## config.mk

```make
export PLATFORM = sky130hd
export DESIGN_NAME = sector_seek_ctl
export DESIGN_NICKNAME = d
export VERILOG_FILES = /design/src/rtl/sss_pkg.sv /design/src/rtl/sss_id_match.sv /design/src/rtl/sss_index_watch.sv /design/src/rtl/sss_data_timer.sv /design/src/rtl/sector_seek_ctl.sv
export SDC_FILE = /design/constraint.sdc
export NUM_CORES = 1
export LEC_CHECK = 0
export ABC_AREA = 1
export ABC_CLOCK_PERIOD_IN_PS = 3050
export BUFFER_PORTS_ARGS = -buffer_cell sky130_fd_sc_hd__buf_4
export CORE_UTILIZATION = 50
export CTS_CLUSTER_DIAMETER = 40
export CTS_CLUSTER_SIZE = 16
export DETAILED_ROUTE_END_ITERATION = 16
export PLACE_DENSITY_LB_ADDON = 0.3
export SYNTH_ARGS = -nofsm -noshare
export SYNTH_HDL_FRONTEND = slang
export SYNTH_SLANG_ARGS = --single-unit
export TNS_END_PERCENT = 100
```

## constraint.sdc

```tcl
create_clock -name clk -period 3.05 [get_ports clk]
set_clock_uncertainty 0.15 [all_clocks]
set_input_delay 0.305 -clock clk [delete_from_list [all_inputs] [get_ports clk]]
set_output_delay 0.305 -clock clk [all_outputs]
set_load 0.02 [all_outputs]
```

## src/rtl/sss_pkg.sv

```systemverilog
package sss_pkg;
  typedef enum logic [1:0] {
    S_IDLE    = 2'd0,
    S_SEARCH  = 2'd1,
    S_WAIT_DM = 2'd2,
    S_XFER    = 2'd3
  } sss_state_e;

  localparam int ST1_NOMARK = 0;
  localparam int ST1_NODATA = 2;
  localparam int ST1_CRC    = 5;
  localparam int ST2_BADTRK = 1;
  localparam int ST2_WRTRK  = 4;
endpackage

```

## src/rtl/sss_id_match.sv

```systemverilog
module sss_id_match #(
  parameter int W = 8,
  parameter int NF = 4
) (
  input  logic [NF-1:0][W-1:0] got,
  input  logic [NF-1:0][W-1:0] want,
  output logic [NF-1:0]        eq,
  output logic                 hit
);
  for (genvar i = 0; i < NF; i++) begin : g_fld
    assign eq[i] = (got[i] == want[i]);
  end
  assign hit = &eq;
endmodule

```

## src/rtl/sss_index_watch.sv

```systemverilog
module sss_index_watch #(
  parameter int NP = 2
) (
  input  logic clk,
  input  logic rst_n,
  input  logic clr,
  input  logic en,
  input  logic pulse,
  output logic expire
);
  localparam int CW = $clog2(NP + 1);
  localparam logic [CW-1:0] LAST = CW'(NP - 1);

  logic [CW-1:0] cnt_q, cnt_d;

  always_comb begin
    cnt_d = cnt_q;
    if (clr)
      cnt_d = '0;
    else if (en && pulse)
      cnt_d = (cnt_q == LAST) ? '0 : cnt_q + CW'(1);
  end

  assign expire = en && pulse && !clr && (cnt_q == LAST);

  always_ff @(posedge clk or negedge rst_n) begin
    if (!rst_n) cnt_q <= '0;
    else        cnt_q <= cnt_d;
  end

  // pulse count never reaches the limit without expiring
  a_r4_count_bound: assert property (@(posedge clk) disable iff (!rst_n)
    cnt_q < CW'(NP));
endmodule

```

## src/rtl/sss_data_timer.sv

```systemverilog
module sss_data_timer #(
  parameter int TW = 16
) (
  input  logic          clk,
  input  logic          rst_n,
  input  logic          clr,
  input  logic          en,
  input  logic          tick,
  input  logic [TW-1:0] limit,
  output logic          expire
);
  logic [TW-1:0] cnt_q, cnt_d;
  logic [TW:0]   cnt_inc;

  assign cnt_inc = {1'b0, cnt_q} + (TW+1)'(1);
  assign expire  = en && tick && !clr && (cnt_inc >= {1'b0, limit});

  always_comb begin
    cnt_d = cnt_q;
    if (clr)
      cnt_d = '0;
    else if (en && tick && !expire)
      cnt_d = cnt_inc[TW-1:0];
  end

  always_ff @(posedge clk or negedge rst_n) begin
    if (!rst_n) cnt_q <= '0;
    else        cnt_q <= cnt_d;
  end

  // while waiting, the count stays below the limit
  a_r8_timer_bound: assert property (@(posedge clk) disable iff (!rst_n)
    (en && limit != '0) |-> (cnt_q < limit));
endmodule

```

## src/rtl/sector_seek_ctl.sv

```systemverilog
module sector_seek_ctl #(
  parameter int W  = 8,
  parameter int TW = 16,
  parameter int NIDX = 2
) (
  input  logic          clk,
  input  logic          rst_n,
  input  logic          start,
  input  logic [W-1:0]  req_track,
  input  logic [W-1:0]  req_head,
  input  logic [W-1:0]  req_sector,
  input  logic [W-1:0]  req_size,
  input  logic [W-1:0]  eot_sector,
  input  logic          multi_trk,
  input  logic          skip_del,
  input  logic [TW-1:0] gap_limit,
  input  logic          byte_tick,
  input  logic          index_pulse,
  input  logic          id_valid,
  input  logic [W-1:0]  id_track,
  input  logic [W-1:0]  id_head,
  input  logic [W-1:0]  id_sector,
  input  logic [W-1:0]  id_size,
  input  logic          id_crc_err,
  input  logic          dmark_valid,
  input  logic          dmark_deleted,
  input  logic          sec_done,
  input  logic          host_wr,
  output logic          busy,
  output logic          done,
  output logic          data_start,
  output logic [7:0]    st1,
  output logic [7:0]    st2,
  output logic          hd_side,
  output logic [W-1:0]  cur_sec
);
  import sss_pkg::*;

  localparam logic [W-1:0] SEC_FIRST = W'(1);

  sss_state_e    st_q, st_d;
  logic [W-1:0]  head_q, head_d, sec_q, sec_d, ltrk_q, ltrk_d;
  logic          seen_q, seen_d;
  logic [7:0]    st1_q, st1_d, st2_q, st2_d;
  logic          done_q, done_d, ds_q, ds_d;
  logic [W-1:0]  rq_trk_q, rq_sz_q, eot_q;
  logic          mt_q, sk_q;
  logic [TW-1:0] gap_q;
  logic          cmd_ld, srch_clr, tm_clr, advance, finish;
  logic          idx_exp, tm_exp, id_hit;
  logic [3:0]    fld_eq;

  sss_id_match #(.W(W), .NF(4)) u_match (
    .got  ({id_track, id_head, id_sector, id_size}),
    .want ({rq_trk_q, head_q, sec_q, rq_sz_q}),
    .eq   (fld_eq),
    .hit  (id_hit)
  );

  sss_index_watch #(.NP(NIDX)) u_index (
    .clk    (clk),
    .rst_n  (rst_n),
    .clr    (srch_clr),
    .en     (st_q == S_SEARCH),
    .pulse  (index_pulse),
    .expire (idx_exp)
  );

  sss_data_timer #(.TW(TW)) u_timer (
    .clk    (clk),
    .rst_n  (rst_n),
    .clr    (tm_clr),
    .en     (st_q == S_WAIT_DM),
    .tick   (byte_tick),
    .limit  (gap_q),
    .expire (tm_exp)
  );

  assign cmd_ld = start && (st_q == S_IDLE);

  always_comb begin
    st_d     = st_q;
    head_d   = head_q;
    sec_d    = sec_q;
    seen_d   = seen_q;
    ltrk_d   = ltrk_q;
    st1_d    = st1_q;
    st2_d    = st2_q;
    done_d   = 1'b0;
    ds_d     = 1'b0;
    srch_clr = 1'b0;
    tm_clr   = 1'b0;
    advance  = 1'b0;
    finish   = 1'b0;
    unique case (st_q)
      S_IDLE: begin
        if (start) begin
          st_d     = S_SEARCH;
          head_d   = req_head;
          sec_d    = req_sector;
          st1_d    = '0;
          st2_d    = '0;
          seen_d   = 1'b0;
          srch_clr = 1'b1;
        end
      end
      S_SEARCH: begin
        if (host_wr) begin
          finish = 1'b1;
        end else if (id_valid && id_crc_err) begin
          st1_d[ST1_CRC] = 1'b1;
          finish         = 1'b1;
        end else begin
          if (id_valid) begin
            seen_d = 1'b1;
            ltrk_d = id_track;
          end
          if (id_valid && id_hit) begin
            st_d   = S_WAIT_DM;
            tm_clr = 1'b1;
          end else if (idx_exp) begin
            finish = 1'b1;
            if (!seen_d)                st1_d[ST1_NOMARK] = 1'b1;
            else if (ltrk_d == rq_trk_q) st1_d[ST1_NODATA] = 1'b1;
            else if (ltrk_d == '1)      st2_d[ST2_BADTRK] = 1'b1;
            else                        st2_d[ST2_WRTRK]  = 1'b1;
          end
        end
      end
      S_WAIT_DM: begin
        if (host_wr) begin
          finish = 1'b1;
        end else if (dmark_valid) begin
          if (dmark_deleted && sk_q) begin
            advance = 1'b1;
          end else begin
            ds_d = 1'b1;
            st_d = S_XFER;
          end
        end else if (tm_exp) begin
          st1_d[ST1_NOMARK] = 1'b1;
          finish            = 1'b1;
        end
      end
      S_XFER: begin
        if (host_wr)       finish  = 1'b1;
        else if (sec_done) advance = 1'b1;
      end
      default: st_d = S_IDLE;
    endcase

    if (advance) begin
      if (sec_q == eot_q) begin
        if (mt_q && !head_q[0]) begin
          head_d[0] = 1'b1;
          sec_d     = SEC_FIRST;
          st_d      = S_SEARCH;
          seen_d    = 1'b0;
          srch_clr  = 1'b1;
        end else begin
          finish = 1'b1;
        end
      end else begin
        sec_d    = sec_q + SEC_FIRST;
        st_d     = S_SEARCH;
        seen_d   = 1'b0;
        srch_clr = 1'b1;
      end
    end

    if (finish) begin
      st_d   = S_IDLE;
      done_d = 1'b1;
    end
  end

  always_ff @(posedge clk or negedge rst_n) begin
    if (!rst_n) begin
      st_q   <= S_IDLE;
      head_q <= '0;
      sec_q  <= '0;
      ltrk_q <= '0;
      seen_q <= 1'b0;
      st1_q  <= '0;
      st2_q  <= '0;
      done_q <= 1'b0;
      ds_q   <= 1'b0;
    end else begin
      st_q   <= st_d;
      head_q <= head_d;
      sec_q  <= sec_d;
      ltrk_q <= ltrk_d;
      seen_q <= seen_d;
      st1_q  <= st1_d;
      st2_q  <= st2_d;
      done_q <= done_d;
      ds_q   <= ds_d;
    end
  end

  always_ff @(posedge clk or negedge rst_n) begin
    if (!rst_n) begin
      rq_trk_q <= '0;
      rq_sz_q  <= '0;
      eot_q    <= '0;
      mt_q     <= 1'b0;
      sk_q     <= 1'b0;
      gap_q    <= '0;
    end else if (cmd_ld) begin
      rq_trk_q <= req_track;
      rq_sz_q  <= req_size;
      eot_q    <= eot_sector;
      mt_q     <= multi_trk;
      sk_q     <= skip_del;
      gap_q    <= gap_limit;
    end
  end

  assign busy       = (st_q != S_IDLE);
  assign done       = done_q;
  assign data_start = ds_q;
  assign st1        = st1_q;
  assign st2        = st2_q;
  assign hd_side    = head_q[0];
  assign cur_sec    = sec_q;

  // done never lasts two cycles
  a_r13_done_single: assert property (@(posedge clk) disable iff (!rst_n)
    done |=> !done);
  // a new command begins with clean status
  a_r2_status_clear: assert property (@(posedge clk) disable iff (!rst_n)
    (!busy && start) |=> (busy && st1 == 8'h00 && st2 == 8'h00));
  // data_start only follows a data mark
  a_r9_ds_after_mark: assert property (@(posedge clk) disable iff (!rst_n)
    data_start |-> $past(dmark_valid));
  // a CRC-flagged field during a search ends the command
  a_r7_crc_ends: assert property (@(posedge clk) disable iff (!rst_n)
    (st_q == S_SEARCH && id_valid && id_crc_err && !host_wr) |=> (done && st1[ST1_CRC]));
  // host write aborts at once
  a_r12_abort: assert property (@(posedge clk) disable iff (!rst_n)
    (busy && host_wr) |=> (!busy && done));
endmodule

```

=== Word level (Yosys, flattened, before mapping) ===
Cells that the tools add are included.

* $lt $le $gt $ge: 1
* Equality and inequality tests: 26
* Mux-type cells: 111
* Reductions and logical operators: 30
* Bitwise gates (word level): 2
* Add/sub/neg operators: 3

{| class="wikitable"
|+ Operators by type and width
! operator !! number
|-
| $mux W1 || 75
|-
| $mux W8 || 9
|-
| $eq A8 B8 Y1 || 6
|-
| $mux W16 || 2
|-
| $ne A2 B2 Y1 const B || 15
|-
| $mux W2 || 14
|-
| $reduce_and A9 Y1 || 2
|-
| $add A16 B1 Y17 const B || 1
|-
| $ge A17 B16 Y1 || 1
|-
| $logic_and A1 B1 Y1 || 12
|-
| $pmux W1 S2 || 6
|-
| $reduce_and A10 Y1 || 1
|-
| $add A8 B1 Y8 const B || 1
|-
| $eq A8 B8 Y1 const B || 1
|-
| $reduce_and A4 Y1 || 2
|-
| $reduce_and A8 Y1 || 1
|-
| $reduce_bool A2 Y1 || 4
|-
| $mux W6 || 1
|-
| $pmux W1 S3 || 2
|-
| $pmux W2 S3 || 1
|-
| $mux W5 || 1
|-
| $eq A2 B1 Y1 const B || 2
|-
| $eq A2 B2 Y1 const B || 2
|-
| $logic_not A1 Y1 || 4
|-
| other kinds (6) || 7
|}

* Bits of input ports: 101
* Word-level logic and storage cells: 194
* Output and inout port bits: 28
* Register bits: 94

=== Logic depth before layout (Yosys ltp) ===
* Depth in word-level cells: 18
* Gate-level depth with buffers: 21

=== Hierarchy ===
A second synthesis with hierarchy kept.

* Cells, all modules: 949
* Area, all modules: 6333.6 um2

{| class="wikitable"
|+ By module, submodules not included
! module !! instances !! cells an instance !! area an instance (um2)
|-
| sector_seek_ctl || 1 || 547 || 4002.6
|-
| sss_data_timer || 1 || 225 || 1589.0
|-
| sss_id_match || 1 || 166 || 648.1
|-
| sss_index_watch || 1 || 11 || 93.8
|}

=== Worst setup path after synthesis ===
Ideal clock, no wire load.

* Kind: reg2reg
* Start: register u_timer.cnt_q[0]
* End: register u_timer.cnt_q[0]
* Data arrival time: 2605 ps
* Stages on the path, launching flop included: 19
* Period minus slack after synthesis: 2882 ps
* Library setup time: 128 ps
* Path buffers: 0
* Required time: 2772 ps
* Slack: 168 ps
* Cells stage by stage: dfrtp_1 > ha_1 > nand3_2 > nor3_2 > nand2_1 > nor3_1 > xor2_1 > inv_1 > ha_1 > a21oi_1 > o211ai_1 > inv_1 > nand2_1 > nor2_1 > nand3_2 > nor2_1 > inv_2 > nand2_2 > a21oi_1

* Cells in the longest elaborated chain, start to end: 6
* Elaborated cells between the ends (all ways): 8
* Those cells by class: 1 x add/sub; 1 x order compare; 2 x mux; 4 x reduce/logical

{| class="wikitable"
|+ Ends and longest elaborated chain
! item !! line !! text
|-
| from (decl) || sss_data_timer.sv:12 || <nowiki>logic [TW-1:0] cnt_q, cnt_d;</nowiki>
|-
| from (signal assigned) || sss_data_timer.sv:28 || <nowiki>else cnt_q <= cnt_d;</nowiki>
|-
| $add A16 B1 Y17 * || sss_data_timer.sv:15 || <nowiki>assign cnt_inc = {1'b0, cnt_q} + (TW+1)'(1);</nowiki>
|-
| $ge A17 B16 Y1 || sss_data_timer.sv:16 || <nowiki>assign expire = en && tick && !clr && (cnt_inc >= {1'b0, limit});</nowiki>
|-
| $logic_and A1 B1 Y1 || sss_data_timer.sv:16 ||
|-
| $logic_not A1 Y1 || sss_data_timer.sv:22 || <nowiki>else if (en && tick && !expire)</nowiki>
|-
| $logic_and A1 B1 Y1 || sss_data_timer.sv:22 ||
|-
| $reduce_bool A2 Y1 (no source line) || - ||
|}

Mark *: on every way between the ends. The rest lies on a longest branch, timed or not. The select of a mux whose other input is x is not followed.
A chain may end at the register's enable or synchronous reset.

=== Final worst setup path ===
* Start: register u_timer.cnt_q[0]
* End: register u_timer.cnt_q[2]

Same word-level chain as after synthesis.

==> flow_metrics.tcl <==
set metrics [dict create \
    slowest_delay_ns 0.43 \
    grt_pass1_vias 5203 \
    reg2regPathDepth 19 \
    hp-class "in -> reg" \
    reg2reg_slack_ns -0.008 \
    max_cap_violations 0 \
    path_clk_slew_ns 0.07 \
    drive_gt1_frac 0.2364 \
    postRouteAntennaNets 0 \
    worstMarginPinSlew_ns 0.5278 \
    final_max_slew_viol_count 0 \
    peakVddDrop_mv 0.4631 \
    hold_viol_final 0 \
    power_frac_clock 0.173 \
    crit_path_cell_trace "nand3_2 > nor2_4 > nand3_2 > nor2_2 > nand4_1 > nor2_1 > xor2_1 > ha_1 > nand2_2 > inv_1 > nand4_1 > nor2_1 > nor2_1 > nand3_2 > nor2_2 > inv_2 > buf_6 > nand3_2 > nand2_1" \
    gp_congestion 0.9001 \
    design.core.area_um2 11030 \
    synth_area_per_cell_um2 7.318 \
    clk_latency_ns 0.35 \
    place_area_um2 6828 \
    start_util 0.5228 \
    syn_area_um2 5767 \
    failed_checks "setup timing" \
    detail_route.iter0.violations 261 \
    power_density_nw_per_um2 891.0 \
    ys_seq_elements 94 \
    die_width_um 109.4 \
    post-route-period-util 1.003 \
    relSlewSlack 0.6473 \
    nets 1054 \
    placementRows 38 \
    overflow 0 \
    p_leak_nw 3.883 \
    htreeDepth 3 \
    worstPathMaxFanout 6 \
    postSynthCellCount 788 \
    cts_buffers 9 \
    swShare 0.4253 \
    cts-root-buf "clkbuf_16" \
    firstDrtPassIters 5 \
    cts_tree "yes" \
    grt_max_degree 55 \
    dr_total_vias 5462 \
    status "complete, but fails checks" \
    intPower_mw 3.825 \
    synth_cell_type_count 42 \
    drt-vias-per-instance 5.081 \
    setup_slack_ns -0.008249 \
    criticalPathCategory "reg -> reg" \
    wl_per_cell_um 13.32 \
    final_util 0.6773 \
    fillers 921 \
    area_growth_syn_to_layout_pct 29.55 \
    netSwitchingPower_mw 2.831 \
    io_pins 129 \
    endpoint "u_timer.cnt_q[2]$_DFFE_PN0P_" \
    synthFlopType "dfrtp_1" \
    stdcell_area_um2 7471 \
    setup_violations 1 \
    pwr-share-comb 0.493 \
    rsz0062_at_grt "yes" \
    grt_pass1_wl_mm 23.67 \
    fmax_mhz 327.0 \
    required_ns 3.13 \
    drc 0 \
    hpwl_mm 10.41 \
    crit_path_frequent_cell "nand3_2" \
    io_buffers 117 \
    antenna_found_initial 0 \
    die_h_um 109.4 \
    critPathCaptureType "flip-flop" \
    cp.arrival_ns 3.14 \
    clock_path_buffers 2 \
    async_reset_ff_frac 1.000 \
    track_usage 0.2554 \
    power_frac_seq 0.334 \
    clkSinkCount 94 \
    routed_wl_mm 14.32 \
    layout_min_cycle_time_ns 3.058 \
    ys_seq_area_frac 0.4079 \
    synth_edf_count 0 \
    fp.dieArea_um2 11970 \
    r2r_start "u_timer.cnt_q[0]$_DFFE_PN0P_" \
    ys.warnings.count 0 \
    antenna_cells 0 \
    startpoint "u_timer.cnt_q[0]$_DFFE_PN0P_" \
    r2r_end "u_timer.cnt_q[2]$_DFFE_PN0P_" \
    slowest_stage "dfrtp_1" \
    critPathLaunchType "flip-flop" \
]
## placed cells by master (no fill, tap or decap), types with 11 or more instances in the layout
cell	n
inv_1	99
o21ai_1	17
ha_1	20
dlygate4sd3_1	11
conb_1	11
xnor2_1	14
o21ai_0	65
nand2_1	247
nor2_1	45
dfrtp_1	93
xor2_1	22
inv_2	17
nand3_1	12
nand4_1	15
a21oi_1	19
buf_4	134
## state kept, by name, indices dropped and copies added (netlist names), 2 cells and up
signal / flops
rq_sz_q: 8
ltrk_q: 8
u_timer.cnt_q: 16
rq_trk_q: 8
st2: 2
u_index.cnt_q: 2
eot_q: 8
head_q: 8
st_q: 2
gap_q: 16
st1: 3
cur_sec: 8
## worst max-delay path, delay by kind of cell, from the launching register on
kind | cells | cell delay, ns
adders and majority gates | 1 | 0.30
buffers and inverters | 3 | 0.27
xor gates and xnor gates | 1 | 0.25
and+or+nand+nor | 14 | 1.53
DFF | 1 | 0.43
## per-stage QoR
stage / TNS, ns / cells / power, mW / worst slack, ns / hold WS [ns]
global route: -3.290 / 1075 / 7.244 / -0.2055 / 0.006123
global placement: 0 / 1039 / 5.171 / 0.004930 / 0.1801
detailed placement: -1.120 / 1039 / 5.247 / -0.1010 / 0.1782
finish: -0.008249 / 1075 / 6.656 / -0.008249 / 0.006890
floorplan: 0 / 798 / 4.323 / 0.1679 / -0.1406
CTS: 0 / 1069 / 6.493 / 0.001167 / 0.001423
## cells in the mapped netlist, types with 2 or more instances
| master | count | share of area |
|---|---|---|
| nand2_1 | 254 | 0.17 |
| inv_1 | 101 | 0.066 |
| dfrtp_1 | 94 | 0.41 |
| o21ai_0 | 66 | 0.057 |
| nor2_1 | 51 | 0.033 |
| ha_1 | 23 | 0.050 |
| xor2_1 | 23 | 0.035 |
| a21oi_1 | 22 | 0.019 |
| nand3_1 | 17 | 0.015 |
| o21ai_1 | 16 | 0.014 |
| inv_2 | 15 | 0.0098 |
| nand4_1 | 15 | 0.016 |
| xnor2_1 | 14 | 0.021 |
| clkbuf_1 | 13 | 0.0085 |
| buf_4 | 11 | 0.014 |
| nor3_1 | 10 | 0.0087 |
| or2_2 | 6 | 0.0065 |
| buf_2 | 3 | 0.0026 |
| nand2_2 | 3 | 0.0033 |
| nand3_2 | 3 | 0.0052 |
| o211ai_1 | 3 | 0.0039 |
| o22ai_1 | 3 | 0.0033 |
| a32o_1 | 2 | 0.0035 |
| nor2_4 | 2 | 0.0039 |
## routing by layer
layer	vias to the layer above	wire, um	GRT usage
met4	0	240	0.08571
met3	22	792	0.04505
met5	-	0	0
met2	176	6930	0.4335
met1	2527	6351	0.3289
li1	2737	-	-
## kinds of logic after synthesis
logic type	after synthesis	share of synthesized area
simple gates	368	0.2688
buf+inv	144	0.1028
other cells	1	0.0006503
compound gates	120	0.1117
fa+ha+maj	23	0.04990
mux	1	0.001953
flops	94	0.4079
xor+xnor	37	0.05619
## cell type report
class / instances / area [um2] / area share
multi-input cells: 560 / 3018 / 0.4040
flip-flops and latches: 94 / 2354 / 0.3150
repair buffers: 149 / 1187 / 0.1589
inverters: 116 / 435.4 / 0.05828
clock buffers: 11 / 242.7 / 0.03249
well taps: 140 / 175.2 / 0.02345
clock inverters: 5 / 58.81 / 0.007871
## worst min path at each step
stage	start	depth (start not counted)	end
after floorplan	rst_n	0	cur_sec[0]$_DFF_PN0_
after global placement	rst_n	1	ltrk_q[4]$_DFFE_PN0P_
after detailed placement	rst_n	1	ltrk_q[4]$_DFFE_PN0P_
after CTS	req_size[2]	3	rq_sz_q[2]$_DFFE_PN0P_
after global routing	gap_limit[2]	3	gap_q[2]$_DFFE_PN0P_
final	req_size[2]	3	rq_sz_q[2]$_DFFE_PN0P_
## power groups by stage
stage | logic (mW) | clock network (mW) | registers (mW)
global route | 3.74 | 1.22 | 2.29
finish | 3.28 | 1.15 | 2.22
global placement | 2.97 | 0 | 2.20
floorplan | 2.08 | 0 | 2.25
CTS | 3.11 | 1.17 | 2.21
detailed placement | 3.03 | 0 | 2.22
## what timing repair did
action / CTS / global route
setup buffers: 3 / 6
endpoints found under the setup margin: 17 / 20
gates resized for setup: 11 / 27
gates cloned: 0 / 0
hold buffers: 11 / 0
hold endpoints to repair: 50 / 0
pin swaps: 5 / 9
Note: power is estimated with default switching activity, not from simulation.
